File: src/rtl/tt_window_match.sv
module tt_window_match #(
  parameter int AW   = 32,
  parameter int SW   = 8,
  parameter int NWIN = 2,
  localparam int IDXW = (NWIN > 1) ? $clog2(NWIN) : 1,
  localparam int CW   = 2 * SW + 4
) (
  input  logic            clk,
  input  logic            rst_n,
  input  logic            cfg_we,
  input  logic [IDXW-1:0] cfg_idx,
  input  logic [CW-1:0]   cfg_wdata,
  input  logic [AW-1:0]   acc_addr,
  input  logic            acc_super,
  input  logic            acc_write,
  output logic            hit,
  output logic [AW-1:0]   phys_addr,
  output logic            wr_fault
);

  localparam int EN_B = 2 * SW;
  localparam int PR_B = 2 * SW + 1;
  localparam int WP_B = 2 * SW + 3;

  logic [NWIN*CW-1:0] cfg_flat;
  logic [NWIN-1:0]    win_hit;
  logic [NWIN-1:0]    win_wp;
  wire  [SW-1:0]      top = acc_addr[AW-1 -: SW];

  for (genvar i = 0; i < NWIN; i++) begin : g_win
    logic [CW-1:0] cfg_q;
    wire  [SW-1:0] base = cfg_q[SW-1:0];
    wire  [SW-1:0] mask = cfg_q[2*SW-1:SW];
    wire  [1:0]    priv = cfg_q[PR_B+1:PR_B];
    wire           mode_ok = priv[1] | (priv[0] == acc_super);

    always_ff @(posedge clk or negedge rst_n)
      if (!rst_n) cfg_q <= '0;
      else if (cfg_we && cfg_idx == IDXW'(i)) cfg_q <= cfg_wdata;

    assign win_hit[i] = cfg_q[EN_B] & mode_ok & ~|((top ^ base) & ~mask);
    assign win_wp[i]  = cfg_q[WP_B];
    assign cfg_flat[i*CW +: CW] = cfg_q;
  end

  assign hit       = |win_hit;
  assign wr_fault  = acc_write & |(win_hit & win_wp);
  assign phys_addr = hit ? acc_addr : '0;

endmodule

File: config.mk
export PLATFORM = sky130hd
export DESIGN_NAME = tt_window_match
export DESIGN_NICKNAME = d
export VERILOG_FILES = /design/src/rtl/tt_window_match.sv
export SDC_FILE = /design/constraint.sdc
export NUM_CORES = 1
export LEC_CHECK = 0
export ABC_AREA = 0
export BUFFER_PORTS_ARGS = -buffer_cell sky130_fd_sc_hd__buf_4
export CAP_MARGIN = 20
export CORE_ASPECT_RATIO = 1.2
export CORE_UTILIZATION = 45
export DETAILED_ROUTE_END_ITERATION = 8
export GPL_TIMING_DRIVEN = 0
export PLACE_DENSITY = 0.76
export SLEW_MARGIN = 40
export SYNTH_ARGS = -nofsm -noshare
export SYNTH_HDL_FRONTEND = slang
export SYNTH_SLANG_ARGS = --single-unit
File: constraint.sdc
create_clock -name clk -period 2.7 [get_ports clk]
set_input_delay 0.27 -clock clk [delete_from_list [all_inputs] [get_ports clk]]
set_output_delay 0.27 -clock clk [all_outputs]
set_load 0.005 [all_outputs]
# Word-level counts from Yosys, hierarchy flattened
# Index checks and enable logic that the tools add are counted.
[word_totals]
mem_count = 0
output_inout_bits = 34
mem_bits_rw = 0
in_bits = 58
latchBits = 0
register_bits = 40
romBits = 0
[classes]
eq_ne = 2
div = 0
n_mul = 0
add_sub_neg = 0
order_cmp = 0
bitwise_logic = 15
shifts = 0
n_mux = 1
n_reduce_logical = 8
[op_table]
columns = ["operator", "n"]
rows = [
  ["2-to-1 mux 32 bit", 1],
  ["bitwise AND 8 bit", 2],
  ["NOT 8 bit", 2],
  ["OR reduction 8 bit", 2],
  ["XOR 8 bit", 2],
  ["bitwise AND 1 bit", 5],
  ["OR reduction 2 bit", 2],
  ["bitwise AND 2 bit", 1],
  ["== test 1 bit", 2],
  ["logical AND 1 bit", 2],
  ["logical NOT 1 bit", 2],
  ["OR 1 bit", 2],
  ["NOT 1 bit", 1],
]

# Depth between registers and ports, before layout
[depth]
depth_word = 8
depth_mapped = 6
mapped_depth_nobuf = 5

# Worst setup path after synthesis
# Ideal clock, no wire load.
[synth_path]
path_type = "register to output"
startpoint = "register g_win[0].cfg_q[0]"
endpoint = "output phys_addr[22]"
path_stages_with_launch = 7
required_ns = 2.430
arrival_time_ns = 1.280
n_path_buf = 1
path_slack_ns = 1.150
path_cell_list = "dfrtp_1 xnor2_1 o22ai_1 nor3_2 a22oi_4 buf_4 nor2b_1"
[synth_between]
elab_chain_cells = 7
[synth_rtl]
columns = ["element", "line_no", "rtl"]
rows = [
  ["start, declared", "31", "logic [CW-1:0] cfg_q;"],
  ["start signal, assigned", "39", "else if (cfg_we && cfg_idx == IDXW'(i)) cfg_q <= cfg_wdata;"],
  ["XOR 8 bit", "41", "assign win_hit[i] = cfg_q[EN_B] & mode_ok & ~|((top ^ base) & ~mask);"],
  ["bitwise AND 8 bit", "41", ""],
  ["OR reduction 8 bit", "41", ""],
  ["logical NOT 1 bit", "41", ""],
  ["bitwise AND 1 bit", "41", ""],
  ["OR reduction 2 bit", "46", "assign hit = |win_hit;"],
  ["2-to-1 mux 32 bit", "48", "assign phys_addr = hit ? acc_addr : '0;"],
  ["end, declared", "17", "output logic [AW-1:0] phys_addr,"],
]
# No other way between the ends.

# Worst setup path in the final report
[layout_path]
startpoint = "register g_win[0].cfg_q[6]"
endpoint = "output phys_addr[26]"
# The elaborated chain is that of the path after synthesis.

==> impl_metrics.tcl <==
set metrics [dict create \
    rsz0062_at_grt "false" \
    ctsResizeCount 0 \
    drt_pass1_iterations 4 \
    vias 1557 \
    syn2layout_area_growth_pct 43.2 \
    path_cells "xnor2_1 -> o22ai_1 -> nor3_2 -> a22oi_4 -> buf_4 -> nor2b_1 -> buf_4" \
    fin_ws_ns 0.536 \
    postSynthCellCount 158 \
    die-area_sq_um 4690 \
    clk_pin_slew_ns 0.08 \
    fmax_mhz 462 \
    critical_path.startpoint_type "register" \
    p_leak_nw 1.31 \
    hp-class "input pin to register" \
    arrival_ns 1.89 \
    comb_power_share_pct 26.9 \
    final-hold-violation-count 0 \
    initial_utilization_pct 46.7 \
    largestRegisters "g_win.cfg_q: 40 flops" \
    relSlewSlack_pct 54.6 \
    use_met2_pct 35.9 \
    met3_usage_pct 8.64 \
    synth_fa_ha_area_share_pct 0 \
    vias_per_cell 4.97 \
    drv_cap 0 \
    use_met1_pct 22.3 \
    syn_area_per_cell_sq_um 12.6 \
    grt_pass1_wl_mm 7.11 \
    top_register "g_win.cfg_q" \
    first_iter_violations 9 \
    yosysUniqueCellTypes 17 \
    finalSetupViolations 0 \
    io_buffers 91 \
    cts_made_buffers 5 \
    crit_path_max_fanout 10 \
    grt_pass1_vias 1529 \
    worst_pin_slew_ns 0.680 \
    hold_buffers 1 \
    gp_congestion 0.759 \
    cp_slowest_cell "dfrtp_1" \
    yosys-top-cells-area "dfrtp_1 (50%), mux2_2 (23%), nor2b_1 (10%)" \
    cts_tree "yes" \
    slew_violations 0 \
    worstSetupPathType "register to primary output" \
    synth_top_family_by_area "multiplexers" \
    cts_buffer_depth 2 \
    nets 315 \
    tns_ns 0 \
    syn-cell-area_sq_um 1990 \
    largest_reg_flops 40 \
    antenna_left 0 \
    drcViolationCount 0 \
    synth_compound_area_share_pct 4.47 \
    power.density_nw_per_um2 556 \
    synth_warnings 0 \
    die_w_um 62.7 \
    htree_levels 2 \
    synthSimpleGateAreaFrac_pct 12.5 \
    drive_above_1_share_pct 57.2 \
    synthXorXnorAreaFrac_pct 7.92 \
    wl_mm 4.33 \
    cp-end-kind "primary output" \
    postCtsSetupBuffers 0 \
    antenna_found_initial 0 \
    grt_overflow 0 \
    ys_seq_area_share_pct 50.3 \
    clk_latency_ns 0.28 \
    grt_usage_pct 20.1 \
    root_buffer "clkbuf_8" \
    seqPwrFrac_pct 46.6 \
    p_int_mw 1.17 \
    synth_top_area_share_pct 50.3 \
    synthMuxAreaShare_pct 22.6 \
    n_antenna_cell 0 \
    die_h_um 74.8 \
    crit_top_cell "buf_4" \
    core_area_sq_um 4260 \
    synth_seq_cells 40 \
    wl_per_cell_um 13.8 \
    cts_num_sinks 40 \
    fp-row-count 26 \
    fin_crit_ns 2.16 \
    top_usage_layer "met2" \
    required_ns 2.43 \
    finalCritPeriodShare_pct 80.2 \
    syn-num-nets 216 \
    post-place-ws_ns 0.812 \
    critPathMaxStageDelay_ns 0.39 \
    finClkSkew_ns 0 \
    synth_area_leader_cell "dfrtp_1" \
    p_sw_mw 0.411 \
    vdd_drop_max_uv 431 \
    p_sw_share_pct 25.9 \
    clkPwrFrac_pct 26.5 \
    place_hpwl_mm 3.40 \
    outcome "finished clean" \
    grt_max_degree 41 \
    ios 92 \
]
==> cell usage after synthesis <==
cell type and instances:
a21boi_0 1, nor2_1 2, nand2_1 1, o21ai_1 1, o22ai_1 8, xnor2_1 18
dfrtp_1 40, buf_2 2, mux2_2 40, a22oi_4 1, inv_2 1, buf_4 3
o21ai_0 1, nor3_2 2, clkbuf_1 2, nor2b_1 33, nand3_1 2
==> metal layers <==
metal  part of all wire (%)  routed length (um)
met5                      0                   0
met1                     40                1740
met4                   0.48                  21
met2                     50                2150
met3                    9.6                 417
==> through the flow <==
stage / utilization, % / cell area [sq um] / std cells / power [mW] / hold slack [ns]
3_5_place_dp: 64.4 / 2740 / 305 / 1.18 / 0.273
2_1_floorplan: - / 1990 / 158 / 0.983 / -0.0256
3_3_place_gp: 64.4 / 2740 / 305 / 1.17 / 0.274
5_1_grt: 66.9 / 2850 / 313 / 1.68 / 0.202
4_1_cts: 66.9 / 2850 / 313 / 1.61 / 0.206
6_report: 66.9 / 2850 / 313 / 1.58 / 0.217
==> area by class of cell <==
cell class	count	area [sq um]
plain buffers	7	40.0
multi-input cells	110	945
fillers	371	1410
inverters	1	3.75
repair buffers	92	693
flip-flops and latches	40	1000
well taps	56	70.1
clock buffers	7	96.3
==> critical path: cells and delay by family, from the launching register on <==
| kind | cells | cell delay, ns |
|---|---|---|
| and+or+nand+nor | 2 | 0.42 |
| AOI/OAI and AO/OA | 2 | 0.27 |
| buffers and inverters | 2 | 0.35 |
| DFF | 1 | 0.39 |
| xor gates and xnor gates | 1 | 0.18 |
==> cell usage in the layout, fill, tap and decap left out, types with 2 or more instances in the layout <==
cell type	instances
buf_4	94
mux2_2	40
nor2_1	2
nor2b_1	33
xnor2_1	18
clkbuf_1	2
o22ai_1	8
buf_2	2
clkbuf_8	7
nand3_1	2
dfrtp_1	40
nor3_2	2
==> path summary, 6_finish.rpt <==
path | slack, ns | depth (start not counted) | start | end
max in group asynchronous | 1.88 | 2 | rst_n | g_win[0].cfg_q[9]
min | 0.22 | 2 | cfg_wdata[3] | g_win[1].cfg_q[3]
max | 0.54 | 7 | g_win[0].cfg_q[6] | phys_addr[26]
min reg2reg | 0.51 | 1 | g_win[1].cfg_q[9] | g_win[1].cfg_q[9]
max reg2reg | 1.91 | 1 | g_win[1].cfg_q[6] | g_win[1].cfg_q[6]
min in group asynchronous | 0.48 | 2 | rst_n | g_win[0].cfg_q[16]
==> power groups by stage <==
stage | logic, mW | registers (mW) | clock network (mW)
floorplan | 0.247 | 0.736 | 0
global placement | 0.423 | 0.746 | 0
detailed placement | 0.432 | 0.750 | 0
CTS | 0.434 | 0.738 | 0.438
global route | 0.467 | 0.752 | 0.463
finish | 0.426 | 0.738 | 0.420
==> kinds of logic (layout without fill, tap and decap cells) <==
logic type	Yosys count	count (layout)
flip-flops	40	40
AND/OR/NAND/NOR	40	40
multiplexers	40	40
buffers and inverters	8	107
XOR/XNOR	18	18
AO/OA/AOI/OAI	12	12
(Power assumes the default switching activity.)
